**src/rtl/uart_rx_pkg.sv**
```systemverilog
package uart_rx_pkg;
  typedef struct packed {
    logic       brk;
    logic       ferr;
    logic       perr;
    logic [7:0] data;
  } rx_entry_t;

  typedef enum logic [2:0] {
    ST_IDLE, ST_START, ST_DATA, ST_PAR, ST_STOP1, ST_STOP2, ST_BRKW
  } rx_state_t;
endpackage

```
**src/rtl/rx_line_sync.sv**
```systemverilog
module rx_line_sync #(
  parameter int STAGES = 2
) (
  input  logic clk,
  input  logic rst_n,
  input  logic din,
  output logic dout
);
  logic [STAGES-1:0] chain;

  generate
    for (genvar g = 0; g < STAGES; g++) begin : g_stage
      if (g == 0) begin : g_first
        always_ff @(posedge clk or negedge rst_n)
          if (!rst_n) chain[g] <= 1'b1;
          else        chain[g] <= din;
      end else begin : g_next
        always_ff @(posedge clk or negedge rst_n)
          if (!rst_n) chain[g] <= 1'b1;
          else        chain[g] <= chain[g-1];
      end
    end
  endgenerate

  assign dout = chain[STAGES-1];
endmodule

```
**src/rtl/rx_frame_sampler.sv**
```systemverilog
module rx_frame_sampler
  import uart_rx_pkg::*;
#(
  parameter int OSR = 16
) (
  input  logic      clk,
  input  logic      rst_n,
  input  logic      tick,
  input  logic      rxs,
  input  logic      cfg_len8,
  input  logic      cfg_par_en,
  input  logic      cfg_par_odd,
  input  logic      cfg_stop2,
  output logic      push,
  output rx_entry_t ent
);
  localparam int TW  = $clog2(OSR);
  localparam logic [TW-1:0] MID_LAST = TW'(OSR/2 - 1);
  localparam logic [TW-1:0] BIT_LAST = TW'(OSR - 1);

  rx_state_t       state;
  logic [TW-1:0]   tcnt;
  logic [2:0]      bidx;
  logic [7:0]      shreg;
  logic            parbit;
  logic            ferr_acc;

  logic [2:0]      last_idx;
  logic            at_mid;
  logic            fin_ferr;
  logic            fin_perr;
  logic            fin_brk;
  logic            fin_now;

  assign last_idx = cfg_len8 ? 3'd7 : 3'd6;
  assign at_mid   = (tcnt == BIT_LAST);
  assign fin_now  = tick && at_mid &&
                    ((state == ST_STOP2) || (state == ST_STOP1 && !cfg_stop2));
  assign fin_ferr = ferr_acc | ~rxs;
  assign fin_perr = cfg_par_en && ((^shreg ^ parbit) != cfg_par_odd);
  assign fin_brk  = fin_ferr && (shreg == 8'h00) && !(cfg_par_en && parbit);

  always_ff @(posedge clk or negedge rst_n) begin
    if (!rst_n) begin
      state    <= ST_IDLE;
      tcnt     <= '0;
      bidx     <= '0;
      shreg    <= '0;
      parbit   <= 1'b0;
      ferr_acc <= 1'b0;
      push     <= 1'b0;
      ent      <= '0;
    end else begin
      push <= 1'b0;
      if (fin_now) begin
        push     <= 1'b1;
        ent.data <= shreg;
        ent.perr <= fin_perr;
        ent.ferr <= fin_ferr;
        ent.brk  <= fin_brk;
        state    <= fin_brk ? ST_BRKW : ST_IDLE;
        tcnt     <= '0;
      end else if (tick) begin
        unique case (state)
          ST_IDLE: begin
            if (!rxs) begin
              state <= ST_START;
              tcnt  <= '0;
            end
          end
          ST_START: begin
            if (tcnt == MID_LAST) begin
              tcnt <= '0;
              if (!rxs) begin
                state    <= ST_DATA;
                bidx     <= '0;
                shreg    <= '0;
                parbit   <= 1'b0;
                ferr_acc <= 1'b0;
              end else begin
                state <= ST_IDLE;
              end
            end else begin
              tcnt <= tcnt + 1'b1;
            end
          end
          ST_DATA: begin
            if (at_mid) begin
              tcnt        <= '0;
              shreg[bidx] <= rxs;
              if (bidx == last_idx) state <= cfg_par_en ? ST_PAR : ST_STOP1;
              else                  bidx  <= bidx + 1'b1;
            end else begin
              tcnt <= tcnt + 1'b1;
            end
          end
          ST_PAR: begin
            if (at_mid) begin
              tcnt   <= '0;
              parbit <= rxs;
              state  <= ST_STOP1;
            end else begin
              tcnt <= tcnt + 1'b1;
            end
          end
          ST_STOP1: begin
            if (at_mid) begin
              tcnt     <= '0;
              ferr_acc <= ~rxs;
              state    <= ST_STOP2;
            end else begin
              tcnt <= tcnt + 1'b1;
            end
          end
          ST_STOP2: begin
            tcnt <= tcnt + 1'b1;
          end
          ST_BRKW: begin
            if (rxs) state <= ST_IDLE;
          end
          default: state <= ST_IDLE;
        endcase
      end
    end
  end

  // a confirmed start needs the line low at the confirmation tick
  assert_start_low_R1: assert property (@(posedge clk) disable iff (!rst_n)
    (state == ST_DATA && $past(state) == ST_START) |-> !$past(rxs));

  // a break entry always leaves the receiver waiting for a high line
  assert_brk_waits_R5: assert property (@(posedge clk) disable iff (!rst_n)
    (push && ent.brk) |-> (state == ST_BRKW));

  // a break entry is also a framing error
  assert_brk_has_ferr_R5: assert property (@(posedge clk) disable iff (!rst_n)
    (push && ent.brk) |-> ent.ferr);

  // leaving the break wait needs a high line
  assert_brk_exit_high_R5: assert property (@(posedge clk) disable iff (!rst_n)
    ($past(state) == ST_BRKW && state == ST_IDLE) |-> $past(rxs));
endmodule

```
**src/rtl/rx_entry_fifo.sv**
```systemverilog
module rx_entry_fifo
  import uart_rx_pkg::*;
#(
  parameter int DEPTH = 16
) (
  input  logic            clk,
  input  logic            rst_n,
  input  logic            push,
  input  rx_entry_t       wdata,
  input  logic            pop,
  output rx_entry_t       head,
  output logic [$clog2(DEPTH):0] count,
  output logic            full,
  output logic            dropped
);
  localparam int AW = $clog2(DEPTH);
  localparam logic [AW:0]   CNT_FULL = (AW+1)'(DEPTH);
  localparam logic [AW-1:0] PTR_LAST = AW'(DEPTH - 1);

  rx_entry_t   mem [DEPTH];
  logic [AW-1:0] wptr;
  logic [AW-1:0] rptr;
  logic        do_push;
  logic        do_pop;

  assign full    = (count == CNT_FULL);
  assign do_push = push && !full;
  assign do_pop  = pop && (count != '0);
  assign dropped = push && full;
  assign head    = mem[rptr];

  always_ff @(posedge clk) begin
    if (do_push) mem[wptr] <= wdata;
  end

  always_ff @(posedge clk or negedge rst_n) begin
    if (!rst_n) begin
      wptr  <= '0;
      rptr  <= '0;
      count <= '0;
    end else begin
      if (do_push) wptr <= (wptr == PTR_LAST) ? '0 : wptr + 1'b1;
      if (do_pop)  rptr <= (rptr == PTR_LAST) ? '0 : rptr + 1'b1;
      case ({do_push, do_pop})
        2'b10:   count <= count + 1'b1;
        2'b01:   count <= count - 1'b1;
        default: count <= count;
      endcase
    end
  end

  // a push into a full queue leaves the fill level unchanged
  assert_drop_when_full_R9: assert property (@(posedge clk) disable iff (!rst_n)
    (push && full && !pop) |=> (count == $past(count)));

  // fill level never exceeds the depth
  assert_no_overflow_R7: assert property (@(posedge clk) disable iff (!rst_n)
    count <= CNT_FULL);

  // a head that is not taken stays put
  assert_head_hold_R6: assert property (@(posedge clk) disable iff (!rst_n)
    ((count != '0) && !pop) |=> $stable(head));
endmodule

```
**src/rtl/uart_rx_flagq.sv**
```systemverilog
module uart_rx_flagq
  import uart_rx_pkg::*;
#(
  parameter int DEPTH       = 16,
  parameter int RTS_LEVEL   = 14,
  parameter int OSR         = 16,
  parameter int SYNC_STAGES = 2
) (
  input  logic       clk,
  input  logic       rst_n,
  input  logic       tick16,
  input  logic       rxd,
  input  logic       cfg_len8,
  input  logic       cfg_par_en,
  input  logic       cfg_par_odd,
  input  logic       cfg_stop2,
  output logic       rd_valid,
  input  logic       rd_ready,
  output logic [7:0] rd_data,
  output logic       rd_perr,
  output logic       rd_ferr,
  output logic       rd_brk,
  output logic       irq_full,
  output logic       irq_err,
  output logic       irq_brk,
  output logic       rts,
  output logic       overrun
);
  localparam int CW = $clog2(DEPTH) + 1;
  localparam logic [CW-1:0] RTS_CNT = CW'(RTS_LEVEL);

  logic          rxs;
  logic          fr_push;
  rx_entry_t     fr_ent;
  rx_entry_t     head;
  logic [CW-1:0] count;
  logic          full;
  logic          dropped;
  logic          take;

  rx_line_sync #(.STAGES(SYNC_STAGES)) u_sync (
    .clk(clk), .rst_n(rst_n), .din(rxd), .dout(rxs)
  );

  rx_frame_sampler #(.OSR(OSR)) u_sampler (
    .clk(clk), .rst_n(rst_n), .tick(tick16), .rxs(rxs),
    .cfg_len8(cfg_len8), .cfg_par_en(cfg_par_en),
    .cfg_par_odd(cfg_par_odd), .cfg_stop2(cfg_stop2),
    .push(fr_push), .ent(fr_ent)
  );

  assign take = rd_valid && rd_ready;

  rx_entry_fifo #(.DEPTH(DEPTH)) u_fifo (
    .clk(clk), .rst_n(rst_n), .push(fr_push), .wdata(fr_ent),
    .pop(take), .head(head), .count(count), .full(full), .dropped(dropped)
  );

  assign rd_valid = (count != '0);
  assign rd_data  = head.data;
  assign rd_perr  = head.perr;
  assign rd_ferr  = head.ferr;
  assign rd_brk   = head.brk;
  assign irq_full = full;
  assign irq_err  = rd_valid && (head.perr || head.ferr);
  assign irq_brk  = rd_valid && head.brk;
  assign rts      = (count < RTS_CNT);

  always_ff @(posedge clk or negedge rst_n) begin
    if (!rst_n)       overrun <= 1'b0;
    else if (dropped) overrun <= 1'b1;
    else if (take)    overrun <= 1'b0;
  end

  // overrun only rises from a full queue
  assert_ovr_from_full_R9: assert property (@(posedge clk) disable iff (!rst_n)
    $rose(overrun) |-> $past(full));

  // ready-to-send only drops after a character was stored
  assert_rts_falls_on_push_R8: assert property (@(posedge clk) disable iff (!rst_n)
    $fell(rts) |-> $past(fr_push));

  // an offered entry stays offered until taken
  assert_valid_hold_R6: assert property (@(posedge clk) disable iff (!rst_n)
    (rd_valid && !rd_ready) |=> rd_valid);
endmodule

```
**config.mk**
```make
export PLATFORM = sky130hd
export DESIGN_NAME = uart_rx_flagq
export DESIGN_NICKNAME = d
export VERILOG_FILES = /design/src/rtl/uart_rx_pkg.sv /design/src/rtl/rx_line_sync.sv /design/src/rtl/rx_frame_sampler.sv /design/src/rtl/rx_entry_fifo.sv /design/src/rtl/uart_rx_flagq.sv
export SDC_FILE = /design/constraint.sdc
export NUM_CORES = 1
export LEC_CHECK = 0
export BUFFER_PORTS_ARGS = -buffer_cell sky130_fd_sc_hd__buf_4
export CAP_MARGIN = 20
export CORE_AREA = 2 2 119 144
export CTS_CLUSTER_DIAMETER = 40
export DETAILED_ROUTE_END_ITERATION = 16
export DIE_AREA = 0 0 121 146
export GPL_ROUTABILITY_DRIVEN = 0
export GPL_TIMING_DRIVEN = 0
export PLACE_DENSITY_LB_ADDON = 0.08
export SYNTH_ARGS = -nofsm -noshare
export SYNTH_HDL_FRONTEND = slang
export SYNTH_SLANG_ARGS = --single-unit
```
**constraint.sdc**
```tcl
create_clock -name clk -period 5.4 [get_ports clk]
set_clock_uncertainty 0.2 [all_clocks]
set_input_delay 0.81 -clock clk [delete_from_list [all_inputs] [get_ports clk]]
set_output_delay 0.81 -clock clk [all_outputs]
set_load 0.005 [all_outputs]
```
After elaboration in Yosys (flattened, before gate mapping)
Memory sizes are Yosys's and may differ from the RTL's.
Cells that the tools add are included.
W data, S select, Z words.
Word-level totals
  bits in registers: 48
  RAM bits: 176
  output and inout port bits: 17
  memories kept: 1
Memory list
  u_fifo.mem: words 16, bits a word 11, read ports 1, clocked after Yosys merged registers in 0, write ports 1, RTL line rx_entry_fifo.sv:20  | rx_entry_t mem [DEPTH];
Cells by class
  add/sub/neg operators: 6
  order comparisons: 3
  eq/ne operators: 29
  mux-type cells: 46
  bitwise gates (word level): 4
  reductions and logical operators: 37
Operators with widths (number)
  $mux W3: 15
  $mux W4: 7
  $mux W8: 3
  $pmux W3 S7: 1
  $reduce_and A6 Y1: 3
  $pmux W4 S4: 1
  $pmux W8 S2: 1
  $ne A3 B1 Y1 const B: 5
  $logic_and A1 B1 Y1: 14
  $add A4 B1 Y4 const B: 3
  $eq A4 B4 Y1 const B: 3
  $reduce_bool A2 Y1: 6
  $mux W1: 11
  $ne A2 B1 Y1 const B: 5
  $pmux W5 S2: 1
  $reduce_bool A5 Y1: 2
  $eq A3 B3 Y1 const B: 3
  $reduce_and A9 Y1: 1
  $bwmux W8: 1
  $logic_not A8 Y1: 1
  $reduce_xor A8 Y1: 1
  $reduce_and A7 Y1: 1
  $eq A3 B2 Y1 const B: 2
  $ne A3 B2 Y1 const B: 2
  26 further kinds: 32

Longest topological paths before layout
Gate-level depths: netlist of the first run.
  word-level depth: 7
  gate-level depth with buffers: 15
  gate-level depth less buffers: 12

Hierarchy
From an unflattened synthesis of the first run, not the netlist that was laid out.
Second synthesis, totals
  cell total of the unflattened synthesis: 655
  area total of the unflattened synthesis: 9720.6 um2
Modules (own cells, without submodules)
  rx_entry_fifo: instances 1, cells each 429, area each 7669.9 um2
  rx_frame_sampler: instances 1, cells each 213, area each 1901.8 um2
  uart_rx_flagq: instances 1, cells each 11, area each 96.3 um2
  rx_line_sync: instances 1, cells each 2, area each 52.6 um2

Least setup slack after synthesis of the first run
OpenSTA, ideal clock, no wires.
  path type: reg2reg
  start point: register u_fifo.count[1]
  end point: register u_fifo.count[4]
  library setup time: 0.080 ns
  data arrival time: 2.886 ns
  data required time: 5.120 ns
  setup slack: 2.234 ns
  cell stages (with the launch flop): 16
  clock period less this slack: 3.166 ns
  path through: dfrtp_1 > clkbuf_1 > nor4_1 > nand2_1 > and2_1 > clkbuf_1 > inv_1 > ha_1 > clkbuf_1 > xor2_1 > ha_1 > a21boi_0 > o221ai_1 > and3_1 > o21bai_1 > xnor2_1
On the way
  longest elaborated chain between the ends: 5
Ends and longest elaborated chain
  start, declared: RTL line rx_entry_fifo.sv:12  | output logic [$clog2(DEPTH):0] count,
  start signal, assigned: RTL line rx_entry_fifo.sv:45  | 2'b10: count <= count + 1'b1;
  start signal, assigned: RTL line rx_entry_fifo.sv:46  | 2'b01: count <= count - 1'b1;
  start signal, assigned: RTL line rx_entry_fifo.sv:47  | default: count <= count;
  $eq A5 B5 Y1 / $reduce_bool A5 Y1 (equally long branches): RTL line rx_entry_fifo.sv:26, rx_entry_fifo.sv:28, uart_rx_flagq.sv:59
  $logic_not A1 Y1 / $logic_and A1 B1 Y1 (equally long branches): RTL line rx_entry_fifo.sv:27, uart_rx_flagq.sv:52
  $logic_and A1 B1 Y1 (on tied branches): RTL line rx_entry_fifo.sv:27, rx_entry_fifo.sv:28
  $eq A2 B1 Y1 / $eq A2 B2 Y1 (equally long branches): RTL line rx_entry_fifo.sv:44  | case ({do_push, do_pop})
  $pmux W5 S2 / $reduce_bool A2 Y1 (equally long branches)
Parallel ways exist; a longest one is shown, timed or not.
A chain may end at the register's enable or synchronous reset.

Final worst setup path of the first run
  start point: register u_fifo.rptr[1]
  end point: output port rd_data[4]
On the way
  longest elaborated chain between the ends: 1
Ends and longest elaborated chain
  start, declared: RTL line rx_entry_fifo.sv:22  | logic [AW-1:0] rptr;
  start signal, assigned: RTL line rx_entry_fifo.sv:43  | if (do_pop) rptr <= (rptr == PTR_LAST) ? '0 : rptr + 1'b1;
  $mem_v2 Z16 W11
  end, declared: RTL line uart_rx_flagq.sv:19  | output logic [7:0] rd_data,
Every way passes these cells.

==> results.cfg, run 1 <==
[global_route]
antenna_found_initial = 0
grt_max_degree = 49
grt.overflow.total = 0
grt_pass1_wl_mm = 31.3
grt_pass1_vias = 5799
grt_use_total_pct = 22.7

[setup_path]
crit_top_cell = clkbuf_1
cp_num_buf_inv = 4
crit_type = reg2out
worstSetupStartpointType = flop
cpLargestDelayFamily = buffers and inverters
crit_slowest_cell = clkbuf_1
slowest_delay_ns = 0.55
arrival_ns = 3.02
cp-end-kind = output pin
r2r_cells = 14
cp-startpoint = u_fifo.rptr[1]
rr_startpoint = u_fifo.count[2]
crit_chain = clkbuf_1 -> buf_2 -> clkbuf_1 -> mux4_2 -> a22oi_1 -> nand2_1 -> buf_4
crit_path_max_fanout = 10
crit_required_ns = 4.39
reg2reg_to = u_fifo.count[4]
rrSetupSlack_ns = 1.76

[detailed_routing]
drt_iter0_markers = 383
ant_nets = 0
via_per_inst = 6.04
wl_per_cell_um = 20.8
wirelength_mm = 19.1
first_pass_iters = 5
drc = 0
vias = 5542

[timing]
fmax_mhz = 248
setup_ws_ns = 1.37
setup_viol = 0
hold_viol_final = 0
final-max-slew-violation-count = 0
period_needed_ns = 4.03
holdWs_ns = 0.108
finalCritPeriodShare_pct = 74.7
worst_slew_pin_slew_ns = 1.01
rsz0062_at_grt = false
setup_tns_ns = 0
slew_headroom_pct = 32.2

[floorplanning]
die_w_um = 121
start_util_pct = 59.6
io_pins = 26
fp.dieH_um = 146
die_area_um2 = 17700
rows = 51
fp.coreArea_um2 = 16100

[clock_tree]
tritoncts = built
clk_pin_slew_worst_paths_ns = 0.06
post_cts_buffers = 0
clock-sinks = 224
cts_hold_buffers = 0
cts-htree-levels = 1
cts_root_buf = clkbuf_16
cts_buffer_depth = 3
cts-resized-gates = 0
clk_latency_ns = 0.52
cts_made_buffers = 24

[pwr]
p_int_mw = 3.54
ir_drop_mv = 0.356
finalPower_mw = 5.05
p_comb_share_pct = 27.9
p_leak_nw = 4.03
p_clk_share_pct = 32.4
switching_share_pct = 29.9
seq_power_share_pct = 39.7
power_density_nw_per_um2 = 460
power.switching_mw = 1.51

[yosys]
ys_ff_latch = 224
synth_mux_area_share_pct = 12.2
yosysWarnings = 0
synth.distinct_cells = 58
synth_xor_area_share_pct = 1.36
async_flop_share_pct = 21.4
ys.flop_type = edfxtp_1
postSynthCellCount = 627
syn_area_per_cell_um2 = 15.4
synth_simple_gate_area_share_pct = 5.12
synth_top_family_by_area = multiplexers
synth_compound_area_share_pct = 9.01
syn-num-nets = 651
yosysSeqAreaShare_pct = 67.4
synth_area_um2 = 9630
synth_edf_count = 176
synth_fa_ha_area_share_pct = 1.95

[placed_design]
port_buffers = 25
place_ws_ns = 1.79
hpwl_mm = 12.7

[final_layout]
area_growth_pct = 14.0
multi_input_area_um2 = 2870
antenna_cells = 0
regArea_um2 = 6490
drive_gt1_share_pct = 21.6
num-nets-final = 711
nFillCells = 1092
fin_util_pct = 68.0

[status]
outcome = complete, no violations

[run]
cap_viol_max_count = 0

[hold_path]
hold_path.class = in2async
sequential cells by signal, indices dropped and copies added (netlist names):
name	cells
u_sampler.parbit	1
u_fifo.rptr	4
u_sampler.bidx	3
u_fifo.mem	176
u_sampler.ent	11
u_sync.dout	1
overrun	1
u_fifo.wptr	4
u_sampler.push	1
u_sampler.state	3
u_sampler.tcnt	4
u_fifo.count	5
u_sampler.shreg	8
u_sync.chain	1
u_sampler.ferr_acc	1
layout by cell type (no fill, tap or decap), types with 15 or more instances in the layout:
cell	netlist	routed
nor2_1	22	22
ha_1	15	15
mux2_2	21	21
a21oi_1	19	19
buf_4	3	36
clkbuf_1	18	21
nand2_1	31	31
mux2i_1	28	28
clkbuf_16	0	24
o21ai_0	39	39
mux4_2	29	29
inv_1	28	28
dfrtp_1	46	46
edfxtp_1	176	176
through the flow:
| step | cell area [um^2] | instances |
|---|---|---|
| after floorplan | 9630 | 627 |
| after global placement | 10100 | 864 |
| after detailed placement | 10100 | 867 |
| after CTS | 10900 | 911 |
| after global routing | 11000 | 917 |
| final | 11000 | 917 |
worst max-delay path by stage:
stage	to	slack (ns)	cells past startpoint
after floorplan	u_fifo.count[4]	2.23	15
after global placement	u_fifo.count[4]	1.89	14
after detailed placement	u_fifo.count[4]	1.79	14
after CTS	rd_data[4]	1.35	7
after global routing	rd_data[7]	1.21	9
final	rd_data[4]	1.37	7
final cells by class:
class | count | area share [%]
Sequential cell | 224 | 59.1
Multi-Input combinational cell | 337 | 26.1
Clock buffer | 29 | 5.82
Tap cell | 212 | 2.42
Timing Repair Buffer | 34 | 2.36
Buffer | 38 | 1.69
Clock inverter | 15 | 1.50
Inverter | 28 | 0.957
per-layer routing:
metal	GRT usage (%)	part of all wire, %	wire [um]	up-vias
li1	-	-	-	2551
met1	29.7	42	7980	2841
met2	40.5	53	10200	125
met3	2.78	3.3	629	25
met4	5.29	1.5	284	0
met5	0	0	0	-
logic make-up (layout without fill, tap and decap cells):
| kind of cell | count (synthesis) | in the layout |
|---|---|---|
| AO/OA/AOI/OAI | 131 | 131 |
| XOR/XNOR | 15 | 15 |
| flip-flops | 224 | 224 |
| multiplexers | 78 | 78 |
| adder cells (fa/ha/maj) | 15 | 15 |
| AND/OR/NAND/NOR | 98 | 98 |
| buffers and inverters | 66 | 144 |
Yosys cell counts, types with 3 or more instances:
cell | instances | area, um^2
edfxtp_1 | 176 | 5290
dfrtp_1 | 46 | 1150
o21ai_0 | 39 | 195
nand2_1 | 31 | 116
mux4_2 | 29 | 653
inv_1 | 28 | 105
mux2i_1 | 28 | 280
nor2_1 | 22 | 82.6
mux2_2 | 21 | 236
a21oi_1 | 19 | 95.1
clkbuf_1 | 18 | 67.6
ha_1 | 15 | 188
buf_2 | 12 | 60.1
a22oi_1 | 11 | 82.6
a31oi_1 | 9 | 56.3
nand3_1 | 9 | 45.0
a221oi_1 | 8 | 70.1
o41ai_1 | 8 | 70.1
xnor2_1 | 8 | 70.1
xor2_1 | 7 | 61.3
a21o_1 | 6 | 45.0
nor2b_1 | 6 | 37.5
nand2b_1 | 5 | 31.3
nor3_1 | 5 | 25.0
o31ai_1 | 5 | 37.5
o21bai_1 | 4 | 30.0
a211oi_1 | 3 | 22.5
and2_1 | 3 | 18.8
buf_4 | 3 | 22.5
o21a_1 | 3 | 22.5
power groups by stage:
stage | combinational (mW) | sequential (mW) | clock [mW]
finish | 1.41 | 2.01 | 1.64
CTS | 1.42 | 2.01 | 1.67
global placement | 1.38 | 2.04 | 0
global route | 1.55 | 2.02 | 1.74
detailed placement | 1.41 | 2.04 | 0
floorplan | 0.999 | 2.02 | 0
Power figures use the tool's default switching activity.
==> inputs of run 2 (changes only) <==
--- a/config.mk
+++ b/config.mk
@@ -5,12 +5,13 @@
 export SDC_FILE = /design/constraint.sdc
 export NUM_CORES = 1
 export LEC_CHECK = 0
+export ABC_AREA = 1
 export BUFFER_PORTS_ARGS = -buffer_cell sky130_fd_sc_hd__buf_4
 export CAP_MARGIN = 20
-export CORE_AREA = 2 2 119 144
+export CORE_AREA = 2 2 125 152
 export CTS_CLUSTER_DIAMETER = 40
 export DETAILED_ROUTE_END_ITERATION = 16
-export DIE_AREA = 0 0 121 146
+export DIE_AREA = 0 0 127 154
 export GPL_ROUTABILITY_DRIVEN = 0
 export GPL_TIMING_DRIVEN = 0
 export PLACE_DENSITY_LB_ADDON = 0.08
==> constraint.sdc (replaced) <==
create_clock -name clk -period 3.61 [get_ports clk]
set_clock_uncertainty 0.2 [all_clocks]
set_input_delay 0.5415 -clock clk [delete_from_list [all_inputs] [get_ports clk]]
set_output_delay 0.5415 -clock clk [all_outputs]
set_load 0.005 [all_outputs]
==> results.cfg, run 2 <==
[status]
outcome = complete, no violations

[detailed_routing]
drc = 0
via_per_inst = 5.48
ant_nets = 0
wirelength_mm = 22.2
first_pass_iters = 5
vias = 6957
drt_iter0_markers = 513
wl_per_cell_um = 17.5

[setup_path]
crit_path_max_fanout = 10
crit_required_ns = 2.87
cp-end-kind = output pin
worstSetupStartpointType = flop
crit_type = reg2out
arrival_ns = 2.55

[final_layout]
layout_commonest_cell = nand2_1
antenna_cells = 0
top_register = u_fifo.mem
largest_reg_flops = 176
nFillCells = 1410
reg.largest.list = u_fifo.mem: 176 flops, u_sampler.ent: 11 flops, u_sampler.shreg: 8 flops
num-nets-final = 1046
area_growth_pct = 16.1
mostFrequentLayoutCells = nand2_1 (261), edfxtp_1 (176), inv_1 (87)
drive_gt1_share_pct = 12.9

[yosys]
ys.flop_type = edfxtp_1
synth_area_um2 = 9980
synth_most_common_cell = nand2_1
synth_edf_count = 176
syn_area_per_cell_um2 = 10.5
synth.distinct_cells = 38
synth.area.top_cells = edfxtp_1 (53%), dfrtp_1 (12%), nand2_1 (9.8%)
async_flop_share_pct = 21.4
yosysSeqAreaShare_pct = 65.0
ys_ff_latch = 224
yosysWarnings = 0
yosysTopAreaCellShare_pct = 52.9
synth_top_area_cell = edfxtp_1
postSynthCellCount = 952
synthTopCellsByCount = nand2_1 (261), edfxtp_1 (176), inv_1 (87), nand3_1 (86), nor2_1 (74)
syn-num-nets = 976

[global_route]
antenna_found_initial = 0
grt_use_total_pct = 23.1
grt_pass1_vias = 6769
grt_pass1_wl_mm = 35.4
grt_max_degree = 49
grt.overflow.total = 0

[timing]
finalCritPeriodShare_pct = 91.2
fmax_mhz = 304
holdWs_ns = 0.155
rsz0062_at_grt = false
setup_tns_ns = 0
hold_viol_final = 0
final-max-slew-violation-count = 0
period_needed_ns = 3.29
setup_viol = 0
worst_slew_pin_slew_ns = 1.06
slew_headroom_pct = 29.3

[floorplanning]
die_w_um = 127
rows = 54
die_area_um2 = 19600
fp.dieH_um = 154
fp.coreArea_um2 = 18000
start_util_pct = 55.6
io_pins = 26

[clock_tree]
cts_buffer_depth = 3
post_cts_buffers = 0
clk_latency_ns = 0.54
clk_pin_slew_worst_paths_ns = 0.06
tritoncts = built
cts_made_buffers = 29
cts-htree-levels = 1
cts_root_buf = clkbuf_16
clock-sinks = 224

[pwr]
ir_drop_mv = 0.526
switching_share_pct = 35.9
seq_power_share_pct = 33.9
p_leak_nw = 5.00
p_int_mw = 5.65
power_density_nw_per_um2 = 760
power.switching_mw = 3.16
p_comb_share_pct = 32.1
p_clk_share_pct = 33.9

[run]
cap_viol_max_count = 0

[placed_design]
hpwl_mm = 15.3
port_buffers = 25

[hold_path]
hold_path.class = reg2reg
==> run 2: changes by cell type in the layout (fill, tap and decap cells not counted), moves of 26 or more <==
cell and change:
inv_1 +59, nand2_1 +230, nand3_1 +77, o211ai_1 +26, mux4_2 -29, mux2i_1 -28
nand4_1 +28, nor2_1 +52
==> run 2: final cells by class <==
type                    count  area [um^2]  share of cell area [%]
flip-flops and latches    224         6490                    56.0
multi-input cells         599         2940                    25.4
clock buffers              33          805                    6.94
inverters                  92          348                    3.00
repair buffers             39          298                    2.57
well taps                 224          280                    2.42
clock inverters            21          223                    1.92
plain buffers              37          206                    1.78
==> run 2: logic make-up (layout without fill, tap and decap cells) <==
family	count (synthesis)	count (layout)	synth area share, %
flip-flops	224	224	65.0
XOR/XNOR	12	12	1.05
buffers and inverters	129	222	5.55
AND/OR/NAND/NOR	469	469	20.6
AO/OA/AOI/OAI	103	103	5.93
adder cells (fa/ha/maj)	15	15	1.88
==> run 2: worst paths after layout <==
check,start,to,slack (ns),depth (start not counted)
hold / removal,u_sync.chain[0],u_sync.dout,0.16,0
max in group asynchronous,rst_n,u_sampler.ent[7],2.39,2
setup / recovery,u_fifo.rptr[0],rd_data[3],0.32,7
setup reg to reg,u_fifo.count[2],u_fifo.count[4],0.95,16
min in group asynchronous,rst_n,u_sampler.tcnt[0],0.38,2
hold reg to reg,u_sync.chain[0],u_sync.dout,0.16,0
==> run 2: metrics by stage <==
| stage | instances | setup WS [ns] | util (%) | power (mW) | instance area (um^2) |
|---|---|---|---|---|---|
| 2_1_floorplan | 952 | 1.34 | - | 4.87 | 9980 |
| 3_3_place_gp | 1201 | 0.902 | 58.2 | 5.83 | 10500 |
| 3_5_place_dp | 1209 | 0.920 | 58.5 | 5.86 | 10500 |
| 4_1_cts | 1265 | 0.308 | 64.3 | 8.84 | 11600 |
| 5_1_grt | 1269 | 0.176 | 64.5 | 9.28 | 11600 |
| 6_report | 1269 | 0.318 | 64.5 | 8.80 | 11600 |
==> run 2: power by group through the flow <==
| stage | combinational (mW) | sequential, mW | clock [mW] |
|---|---|---|---|
| after floorplan | 1.87 | 3.00 | 0 |
| after global placement | 2.80 | 3.04 | 0 |
| after detailed placement | 2.83 | 3.04 | 0 |
| after CTS | 2.85 | 2.99 | 3.01 |
| after global routing | 3.15 | 3.01 | 3.13 |
| final | 2.83 | 2.99 | 2.99 |
==> run 2: worst max-delay path, cell delays in order (launching register included) <==
cell and delay (ns):
dfrtp_1 0.40, buf_4 0.20, clkbuf_1 0.42, o21ai_0 0.21, o211ai_1 0.37, nand4_1 0.13
nand2_1 0.15, buf_4 0.12
==> run 2: repair_timing <==
action,in CTS,in global routing
hold buffers,2,0
endpoints found under the hold margin,47,0
gates resized for setup,0,0
==> run 2: layer usage <==
metal	global-route usage (%)	vias to the layer above	share of wire [%]
met4	6.70	0	2.4
met1	29.4	3347	42
met2	41.5	170	52
li1	-	3399	-
met3	3.10	41	4.2
met5	0	-	0
==> inputs of run 3 (changes only) <==
--- a/config.mk
+++ b/config.mk
@@ -14,7 +14,7 @@
 export DIE_AREA = 0 0 127 154
 export GPL_ROUTABILITY_DRIVEN = 0
 export GPL_TIMING_DRIVEN = 0
-export PLACE_DENSITY_LB_ADDON = 0.08
+export PLACE_DENSITY_LB_ADDON = 0.12
 export SYNTH_ARGS = -nofsm -noshare
 export SYNTH_HDL_FRONTEND = slang
 export SYNTH_SLANG_ARGS = --single-unit
==> results.cfg, run 3 (synthesis gave the netlist of run 2 again) <==
[status]
outcome = complete, no violations

[detailed_routing]
highest_layer = met4
drt_iter0_markers = 489
vias = 6883
drc = 0
wirelength_met1_mm = 9.17
wl_met2_mm = 11.5
wl_per_cell_um = 17.3
wirelength_mm = 21.9
wl_met3_um = 805
via_per_inst = 5.45
ant_nets = 0
first_pass_iters = 6

[floorplanning]
start_util_pct = 55.6
fp.dieH_um = 154
fp.coreArea_um2 = 18000
die_w_um = 127
die_area_um2 = 19600
io_pins = 26
rows = 54

[final_layout]
regArea_um2 = 6490
mostFrequentLayoutCells = nand2_1 (261), edfxtp_1 (176), inv_1 (87)
nFillCells = 1446
fin_util_pct = 63.6
drive_gt1_share_pct = 12.0
reg.largest.list = u_fifo.mem: 176 flops, u_sampler.ent: 11 flops, u_sampler.shreg: 8 flops
largest_reg_flops = 176
area_growth_pct = 14.5
multi_input_area_um2 = 2940
num-nets-final = 1044
layout_commonest_cell = nand2_1
antenna_cells = 0
top_register = u_fifo.mem

[pwr]
power_density_nw_per_um2 = 731
finalPower_mw = 8.36
ir_drop_mv = 0.550
p_leak_nw = 4.91

[global_route]
antenna_found_initial = 0
grt_pass1_vias = 6712
grt_use_total_pct = 22.8
grt_pass1_wl_mm = 35.2
grt.overflow.total = 0
grt_max_degree = 49

[timing]
fmax_mhz = 308
period_needed_ns = 3.25
hold_viol_final = 0
finalCritPeriodShare_pct = 89.9
setup_viol = 0
worst_slew_pin_slew_ns = 1.11
slew_headroom_pct = 25.9
final-max-slew-violation-count = 0
rsz0062_at_grt = false
holdWs_ns = 0.155
setup_tns_ns = 0
setup_ws_ns = 0.365

[hold_path]
hold_path.class = reg2reg
min_to = u_sync.dout
holdCritStartpoint = u_sync.chain[0]
min_path_cells = 0

[setup_path]
slowest_delay_ns = 0.43
rrSetupSlack_ns = 0.96
crit_path_max_fanout = 10
rr_startpoint = u_fifo.count[2]
reg2reg_to = u_fifo.count[4]
crit_chain = inv_1 -> buf_2 -> buf_2 -> nor2_1 -> o211ai_1 -> nand4_1 -> nand2_1 -> buf_4
arrival_ns = 2.50
crit_required_ns = 2.87
crit_type = reg2out
r2r_cells = 16
cpLargestDelayFamily = buffers and inverters
cp_num_buf_inv = 4
crit_slowest_cell = dfrtp_1
crit_top_cell = buf_2
cp-end-kind = output pin
worstSetupStartpointType = flop

[placed_design]
hpwl_mm = 15.1
place_ws_ns = 0.932
port_buffers = 25

[clock_tree]
clk_latency_ns = 0.51
cts_buffer_depth = 3
cts-htree-levels = 1
clk_pin_slew_worst_paths_ns = 0.06
cts_made_buffers = 27
clock-sinks = 224
tritoncts = built
cts_root_buf = clkbuf_16
post_cts_buffers = 0
cts-resized-gates = 0

[run]
cap_viol_max_count = 0
==> run 3: cell types whose count changed in the layout (fill, tap and decap cells not counted), moves of 2 or more <==
cell       previous run  this run
clkbuf_1             12        19
inv_6                 6         1
clkbuf_16            32        28
clkbuf_8              1         4
clkinv_2              3         0
bufinv_16             2         0
clkinv_1              3         1
clkinv_4              3         5
==> run 3: worst max path at each step <==
stage / start / end / depth (start not counted) / slack (ns)
2_1_floorplan: u_fifo.count[2] / u_fifo.count[4] / 17 / 1.34
3_3_place_gp: u_fifo.rptr[0] / rd_data[1] / 8 / 0.91
3_5_place_dp: u_fifo.rptr[2] / rd_data[1] / 8 / 0.93
4_1_cts: u_fifo.rptr[2] / rd_data[1] / 8 / 0.37
5_1_grt: u_fifo.rptr[0] / rd_data[2] / 8 / 0.27
6_report: u_fifo.rptr[0] / rd_data[0] / 8 / 0.36
==> run 3: cell type report <==
cell class                 count  area share (%)
buffer                        37            1.81
clock buffer                  38            6.63
clock inverter                11           0.919
inverter                      92            3.04
multi-input combinational    599            25.7
sequential                   224            56.8
tap                          224            2.45
timing repair buffer          39            2.66
==> run 3: where the power goes <==
group	internal [mW]	leakage, nW	switching, mW	total (mW)
sequential	2.86	2.69	0.131	2.99
clock	1.49	0.418	1.05	2.55
combinational	0.995	1.80	1.83	2.83
total	5.35	4.91	3.01	8.36
==> run 3: per-layer routing <==
metal | GRT usage, % | vias to the layer above
li1 | - | 3386
met2 | 41.4 | 174
met5 | 0 | -
met3 | 2.26 | 32
met4 | 6.17 | 0
met1 | 29.3 | 3291
==> run 3: stage by stage <==
stage	instances	area [um^2]
5_1_grt	1264	11400
4_1_cts	1257	11400
2_1_floorplan	952	9980
6_report	1264	11400
3_5_place_dp	1206	10500
3_3_place_gp	1201	10500
==> run 3: repair_timing <==
| item | in CTS | in global routing |
|---|---|---|
| setup endpoints to repair | 0 | 0 |
| hold endpoints to repair | 47 | 0 |
| hold buffers | 2 | 0 |
